**src/rtl/sci_rate_pkg.sv**
```systemverilog
package sci_rate_pkg;

  localparam int unsigned RATE_W  = 3;
  localparam int unsigned PSEL_W  = 2;
  localparam int unsigned PRESC_W = 4;

  typedef struct packed {
    logic              tst_clr;
    logic              spare;
    logic [PSEL_W-1:0] psel;
    logic              tst_chk;
    logic [RATE_W-1:0] rsel;
  } baud_ctl_t;

  function automatic logic [PRESC_W-1:0] presc_of(input logic [PSEL_W-1:0] code);
    case (code)
      2'd0:    presc_of = 4'd1;
      2'd1:    presc_of = 4'd3;
      2'd2:    presc_of = 4'd4;
      default: presc_of = 4'd13;
    endcase
  endfunction

endpackage

```
**src/rtl/sci_rate_ctl.sv**
```systemverilog
module sci_rate_ctl
  import sci_rate_pkg::*;
#(
  parameter logic [7:0] BOOT_VAL = 8'h33
) (
  input  logic      clk_i,
  input  logic      rst_ni,
  input  logic      boot_i,
  input  logic      wr_en_i,
  input  logic [7:0] wr_data_i,
  output baud_ctl_t ctl_o,
  output logic      restart_o
);

  baud_ctl_t ctl_q, ctl_d;
  logic      armed_q, armed_d;
  logic      preload;

  always_comb begin
    preload   = !armed_q && boot_i && !wr_en_i;
    armed_d   = 1'b1;
    ctl_d     = ctl_q;
    if (wr_en_i) begin
      ctl_d = baud_ctl_t'(wr_data_i);
    end else if (preload) begin
      ctl_d = baud_ctl_t'(BOOT_VAL);
    end
    restart_o = wr_en_i || preload;
  end

  always_ff @(posedge clk_i or negedge rst_ni) begin
    if (!rst_ni) begin
      ctl_q   <= '0;
      armed_q <= 1'b0;
    end else begin
      ctl_q   <= ctl_d;
      armed_q <= armed_d;
    end
  end

  assign ctl_o = ctl_q;

endmodule

```
**src/rtl/sci_rate_os_div.sv**
```systemverilog
module sci_rate_os_div #(
  parameter int unsigned DIV_W = 11
) (
  input  logic             clk_i,
  input  logic             rst_ni,
  input  logic             restart_i,
  input  logic [DIV_W-1:0] div_i,
  output logic             tick_o
);

  logic [DIV_W-1:0] cnt_q, cnt_d;
  logic             last;

  always_comb begin
    last  = (cnt_q == div_i - DIV_W'(1));
    cnt_d = cnt_q + DIV_W'(1);
    if (restart_i || last) begin
      cnt_d = '0;
    end
  end

  always_ff @(posedge clk_i or negedge rst_ni) begin
    if (!rst_ni) begin
      cnt_q <= '0;
    end else begin
      cnt_q <= cnt_d;
    end
  end

  assign tick_o = last;

endmodule

```
**src/rtl/sci_rate_bit_div.sv**
```systemverilog
module sci_rate_bit_div #(
  parameter int unsigned OS_LOG2 = 4
) (
  input  logic clk_i,
  input  logic rst_ni,
  input  logic restart_i,
  input  logic os_tick_i,
  output logic bit_tick_o
);

  localparam logic [OS_LOG2-1:0] SUB_LAST = '1;

  logic [OS_LOG2-1:0] sub_q, sub_d;
  logic               sub_en;

  always_comb begin
    sub_en = restart_i || os_tick_i;
    sub_d  = restart_i ? '0 : sub_q + OS_LOG2'(1);
  end

  always_ff @(posedge clk_i or negedge rst_ni) begin
    if (!rst_ni) begin
      sub_q <= '0;
    end else if (sub_en) begin
      sub_q <= sub_d;
    end
  end

  assign bit_tick_o = os_tick_i && (sub_q == SUB_LAST);

endmodule

```
**src/rtl/sci_rate_gen.sv**
```systemverilog
module sci_rate_gen
  import sci_rate_pkg::*;
#(
  parameter int unsigned OS_LOG2  = 4,
  parameter logic [7:0]  BOOT_VAL = 8'h33,
  localparam int unsigned OS_DIV_W = PRESC_W + (2 ** RATE_W) - 1,
  localparam int unsigned PER_W    = OS_DIV_W + OS_LOG2
) (
  input  logic             clk_i,
  input  logic             rst_ni,
  input  logic             boot_i,
  input  logic             wr_en_i,
  input  logic [7:0]       wr_data_i,
  output logic [7:0]       rd_data_o,
  output logic [PER_W-1:0] period_o,
  output logic             os_tick_o,
  output logic             bit_tick_o
);

  baud_ctl_t           ctl;
  logic                restart;
  logic [OS_DIV_W-1:0] os_div;

  sci_rate_ctl #(.BOOT_VAL(BOOT_VAL)) u_ctl (
    .clk_i    (clk_i),
    .rst_ni   (rst_ni),
    .boot_i   (boot_i),
    .wr_en_i  (wr_en_i),
    .wr_data_i(wr_data_i),
    .ctl_o    (ctl),
    .restart_o(restart)
  );

  always_comb begin
    os_div   = OS_DIV_W'(presc_of(ctl.psel)) << ctl.rsel;
    period_o = PER_W'(os_div) << OS_LOG2;
  end

  sci_rate_os_div #(.DIV_W(OS_DIV_W)) u_os (
    .clk_i    (clk_i),
    .rst_ni   (rst_ni),
    .restart_i(restart),
    .div_i    (os_div),
    .tick_o   (os_tick_o)
  );

  sci_rate_bit_div #(.OS_LOG2(OS_LOG2)) u_bit (
    .clk_i     (clk_i),
    .rst_ni    (rst_ni),
    .restart_i (restart),
    .os_tick_i (os_tick_o),
    .bit_tick_o(bit_tick_o)
  );

  assign rd_data_o = ctl;

endmodule

```
**config.mk**
```make
export PLATFORM = sky130hd
export DESIGN_NAME = sci_rate_gen
export DESIGN_NICKNAME = d
export VERILOG_FILES = /design/src/rtl/sci_rate_pkg.sv /design/src/rtl/sci_rate_ctl.sv /design/src/rtl/sci_rate_os_div.sv /design/src/rtl/sci_rate_bit_div.sv /design/src/rtl/sci_rate_gen.sv
export SDC_FILE = /design/constraint.sdc
export NUM_CORES = 1
export LEC_CHECK = 0
export CAP_MARGIN = 20
export CORE_ASPECT_RATIO = 1.5
export CORE_UTILIZATION = 35
export CTS_BUF_LIST = sky130_fd_sc_hd__clkbuf_4
export CTS_CLUSTER_DIAMETER = 40
export DETAILED_ROUTE_END_ITERATION = 10
export DONT_BUFFER_PORTS = 1
export PLACE_DENSITY = 0.47
export SYNTH_ARGS = -nofsm -noshare
export SYNTH_HDL_FRONTEND = slang
export SYNTH_SLANG_ARGS = --single-unit
```
**constraint.sdc**
```tcl
create_clock -name clk_i -period 3.45 [get_ports clk_i]
set_input_delay 0.69 -clock clk_i [delete_from_list [all_inputs] [get_ports clk_i]]
set_output_delay 0.69 -clock clk_i [all_outputs]
set_load 0.01 [all_outputs]
```
==> out/qor.yml, run 1 <==
power:
  peakVddDrop_mv: 0.172
  power_leakage_nw: 0.739
  total_power_uw: 603
  powerDensity_nw_per_um2: 340
yosys:
  synth-async-reset-ratio: 1.00
  synth.cell_area_sq_um: 1660
  ys_dominant_reg_cell: "dfrtp_1"
  yosysUniqueCellTypes: 46
  yosys_warnings: 0
  synth_edf_count: 0
  synthCells: 192
  yosysSeqAreaShare: 0.363
  avgSynthCellArea_sq_um: 8.62
  ys_seq_elements: 24
min_path:
  hp-class: "in -> async"
detailed_routing:
  routed_via_density: 5.13
  vias: 1318
  routed_wl_mm: 3.49
  wl_per_cell_um: 13.6
  drt_iter0_markers: 108
  ant_nets: 0
  drtPass1Iterations: 4
  drc: 0
setup_path:
  critical_path_required_ns: 2.76
  cp-end-kind: "output port"
  path_max_fanout: 15
  cp-start-kind: "flop"
  reg2reg_slack_ns: 0.54
  critPathKind: "reg -> out"
  arrival_ns: 2.58
global_route:
  grt_pass1_vias: 1235
  grt-ovfl-total: 0
  grt_pass1_wl_mm: 5.76
  track_usage: 0.147
  grt_max_degree: 25
  antenna_found_initial: 0
clock_tree:
  cts-root-buf: "clkbuf_4"
  clock-sinks: 24
  ctsHoldBuffers: 0
  cts_buffer_depth: 2
  cts_tree: "done"
  cts_buffers: 3
  ctsHtreeMaxLevel: 1
  clkTransAtPathRegs_ns: 0.12
  clock_latency_ns: 0.30
run:
  drv_cap: 0
floorplan:
  start_util: 0.364
  io_pins: 37
  die_area_sq_um: 5010
  num_rows: 30
  die_x_um: 58.2
  core_sq_um: 4540
  die_h_um: 86.2
timing:
  skew_ns: 0.00613
  rsz0062_at_grt: "no"
  setup_viol: 0
  tns_ns: 0
  timing_hold_violations_final: 0
  finalCritPeriodShare: 0.949
  max_freq_mhz: 306
  min_period_ns: 3.27
  drv_slew: 0
  relSlewSlack: 0.617
  worstMarginPinSlew_ns: 0.574
final_layout:
  areaGrowthSynthToFinish_pct: 7.18
  antenna_cells: 0
  n_fill_cell: 480
  final_cell_mix: "nor2_1 (22), dfrtp_1 (22), a21oi_1 (14)"
  nNetsFinal: 210
  layout-drive-gt1-share: 0.130
run_status:
  status: "completed"
place:
  dpl.hpwl_mm: 2.75
  io_buffers: 0
  gp_congestion: 0.771
-- cell families (layout without fill, tap and decap cells) --
| group | Yosys count | after routing | share of synthesized area |
|---|---|---|---|
| adder cells (fa/ha/maj) | 3 | 3 | 0.0227 |
| other | 2 | 5 | 0.00454 |
| flip-flops | 24 | 24 | 0.363 |
| AO/OA/AOI/OAI | 45 | 45 | 0.193 |
| buffers and inverters | 25 | 23 | 0.0710 |
| XOR/XNOR | 20 | 20 | 0.106 |
| AND/OR/NAND/NOR | 73 | 73 | 0.240 |
-- per-stage QoR --
step / setup WS, ns / util / instances / cell area, sq um / hold slack, ns
2_1_floorplan: 0.221 / - / 195 / 1670 / 0.394
3_3_place_gp: 0.313 / 0.379 / 252 / 1720 / 0.395
3_5_place_dp: 0.291 / 0.379 / 252 / 1720 / 0.395
4_1_cts: 0.00682 / 0.385 / 255 / 1750 / 0.0471
5_1_grt: 0.00204 / 0.391 / 257 / 1770 / 0.0293
6_report: 0.177 / 0.391 / 257 / 1770 / 0.0622
-- final timing paths --
check,startpoint,end,cells after the start
worst max-delay path,u_ctl.ctl_o[5]$_DFFE_PN0N_,bit_tick_o,8
worst min-delay path,rst_ni,u_os.cnt_q[4]$_DFF_PN0_,0
worst max register to register,u_ctl.ctl_o[5]$_DFFE_PN0N_,u_bit.sub_q[3]$_DFFE_PN0P_,12
worst min register to register,u_os.cnt_q[0]$_DFF_PN0_,u_os.cnt_q[0]$_DFF_PN0_,1
max in group asynchronous,rst_ni,u_ctl.ctl_o[2]$_DFFE_PN0N_,0
min in group clk_i,wr_en_i,u_ctl.ctl_o[5]$_DFFE_PN0N_,1
-- flip-flops by register name, indices dropped and copies added, names as in the netlist --
register,count
u_os.cnt_q,11
u_ctl.armed_q,1
u_bit.sub_q,4
u_ctl.ctl_o,8
-- synth_stat cells, drive strengths merged (3+ instances only) --
library cell	count	area (sq um)
dfrtp	24	601
nor2	23	86.3
a21oi	15	78.8
inv	12	45.0
xnor2	12	105
nand2	11	41.3
nand3	10	50.1
buf	9	57.6
o21ai	8	43.8
xor2	8	70.1
and3	4	25.0
clkbuf	4	15.0
o31ai	4	30.0
a22o	3	26.3
ha	3	37.5
nand4	3	33.8
nor2b	3	18.8
nor3	3	15.0
o211ai	3	22.5
or3	3	23.8
-- power by group --
part | total [mW] | switching [mW] | internal [mW]
combinational | 0.179 | 0.108 | 0.0709
clock | 0.116 | 0.0749 | 0.0407
sequential | 0.309 | 0.0164 | 0.292
-- what timing repair did --
action,4_1_cts,5_1_grt
setup buffers,0,2
pin swaps,0,4
gates resized for setup,3,4
endpoints found under the setup margin,1,2
-- routing by layer --
metal / up-vias / global-route usage / share of wire
li1: 671 / - / -
met4: 0 / 0.0519 / 0.0077
met1: 623 / 0.189 / 0.43
met3: 2 / 0.0269 / 0.039
met2: 22 / 0.245 / 0.52
met5: - / 0 / 0
-- critical path, stage by stage (launching register included) --
cell and delay, ns:
dfrtp_2 0.47, buf_4 0.20, or3b_1 0.40, a21oi_2 0.17, o21ai_1 0.12, a2111oi_4 0.36
nand4_4 0.13, or2_4 0.26, nor2_2 0.16
-- area by class of cell --
cell class / count / area, sq um / area share
Multi-Input combinational cell: 146 / 956 / 0.539
Tap cell: 64 / 80.1 / 0.0451
Timing Repair Buffer: 8 / 63.8 / 0.0360
Inverter: 12 / 48.8 / 0.0275
Clock buffer: 3 / 22.5 / 0.0127
Sequential cell: 24 / 603 / 0.340
Note: power is estimated with default switching activity, not from simulation.
==> run 2: changes to the inputs <==
- CAP_MARGIN: 20 -> 25
- CORE_UTILIZATION: 35 -> 65
- HOLD_SLACK_MARGIN: unset -> 0.05
- PLACE_DENSITY: 0.47 -> 0.79
==> run 2 against run 1 <==
Against the previous run:
- non-clock buffer count rose by 4
- largest cell class unchanged
- critical path type unchanged
- global-route usage is 11 points higher
- sequential power is essentially flat
- critical endpoint unchanged
- combinational power rose by 4%
- clock skew up 0.0015 ns
- critical path depth unchanged
==> out/qor.yml, run 2 (synthesized netlist as in run 1, its figures left out) <==
run_status:
  status: "completed"
floorplan:
  io_pins: 37
  die_area_sq_um: 2760
  die_x_um: 43.2
  num_rows: 22
  die_h_um: 63.8
  core_sq_um: 2420
  start_util: 0.683
final_layout:
  final_cells: 221
  final_cell_mix: "dfrtp_1 (23), nor2_1 (22), a21oi_1 (14)"
  regArea_sq_um: 602
  layout-drive-gt1-share: 0.137
  n_fill_cell: 178
  regMostFlops: "u_os.cnt_q"
  nNetsFinal: 214
  fin_area_sq_um: 1760
  multiInputGateArea_sq_um: 956
  final_common_cell: "dfrtp_1"
  largest_reg_flops: 11
  areaGrowthSynthToFinish_pct: 6.20
  antenna_cells: 0
  final_util: 0.726
place:
  io_buffers: 0
  place_inst: 213
  dpl.hpwl_mm: 2.65
  place_area_sq_um: 1680
  gp_congestion: 0.838
  place_ws_ns: 0.222
clock_tree:
  clkTransAtPathRegs_ns: 0.12
  ctsHtreeMaxLevel: 1
  clock_latency_ns: 0.32
  cts-root-buf: "clkbuf_4"
  cts_buffer_depth: 2
  clock-sinks: 24
  cts_buffers: 3
  cts_tree: "done"
detailed_routing:
  drc: 0
  routed_via_density: 6.35
  vias: 1403
  wl_per_cell_um: 15.6
  drtPass1Iterations: 5
  drt_iter0_markers: 39
  routed_wl_mm: 3.44
  ant_nets: 0
setup_path:
  arrival_ns: 2.60
  cp-start-kind: "flop"
  reg2reg_depth: 11
  critPathKind: "reg -> out"
  critical_path_required_ns: 2.76
  path_max_fanout: 11
  cp-end-kind: "output port"
timing:
  fin_ws_ns: 0.156
  setup_viol: 0
  tns_ns: 0
  hold_ws_ns: 0.162
  relSlewSlack: 0.588
  timing_hold_violations_final: 0
  skew_ns: 0.00764
  worstMarginPinSlew_ns: 0.618
  max_freq_mhz: 304
  min_period_ns: 3.29
  drv_slew: 0
  finalCritPeriodShare: 0.955
global_route:
  track_usage: 0.262
  grt-ovfl-total: 0
  grt_max_degree: 25
  grt_pass1_vias: 1343
  grt_pass1_wl_mm: 5.55
  antenna_found_initial: 0
min_path:
  hp-class: "in -> async"
power:
  powerDensity_nw_per_um2: 347
  total_power_uw: 611
  power_leakage_nw: 0.765
  peakVddDrop_mv: 0.294
run:
  drv_cap: 0
==> run 2: metal layers <==
| metal | track usage | wire (um) | vias up |
|---|---|---|---|
| li1 | - | - | 671 |
| met1 | 0.293 | 1400 | 685 |
| met2 | 0.474 | 1840 | 40 |
| met3 | 0.0395 | 137 | 7 |
| met4 | 0.110 | 55 | 0 |
| met5 | 0 | 0 | - |
==> run 2: final timing paths <==
path                                            start                          to  slack, ns
max                        u_ctl.ctl_o[5]$_DFFE_PN0N_                  bit_tick_o       0.16
min                                            rst_ni     u_os.cnt_q[2]$_DFF_PN0_       0.16
max reg2reg                u_ctl.ctl_o[4]$_DFFE_PN0N_  u_bit.sub_q[3]$_DFFE_PN0P_       0.69
min reg2reg                   u_os.cnt_q[0]$_DFF_PN0_     u_os.cnt_q[0]$_DFF_PN0_       0.56
max in group asynchronous                      rst_ni  u_ctl.ctl_o[5]$_DFFE_PN0N_       3.13
min in group clk_i                            wr_en_i  u_ctl.ctl_o[1]$_DFFE_PN0N_       0.45
==> run 2: final cells by class <==
class / count / share of cell area
inverters: 12 / 0.0256
multi-input cells: 146 / 0.544
flip-flops and latches: 24 / 0.342
repair buffers: 12 / 0.0584
clock buffers: 3 / 0.0128
well taps: 24 / 0.0171
==> run 2: worst max-delay path: stages, from the launching register on <==
cell	delay, ns
dfrtp_2	0.44
buf_4	0.17
or3b_1	0.40
a21oi_2	0.19
o21ai_1	0.12
a2111oi_4	0.37
nand4_4	0.16
or2_4	0.28
nor2_2	0.15
==> run 2: what timing repair did <==
item,in CTS,in global routing
buffers inserted,1,3
gates resized for setup,1,3
endpoints found under the hold margin,0,24
cloned,0,0
hold buffers,0,1
pin swaps,0,3
setup endpoints to repair,2,2
==> run 2: power breakdown <==
group | switching [mW] | total, mW | internal, mW
logic | 0.115 | 0.186 | 0.0707
registers | 0.0141 | 0.306 | 0.292
clock network | 0.0779 | 0.119 | 0.0409
total | 0.207 | 0.611 | 0.404
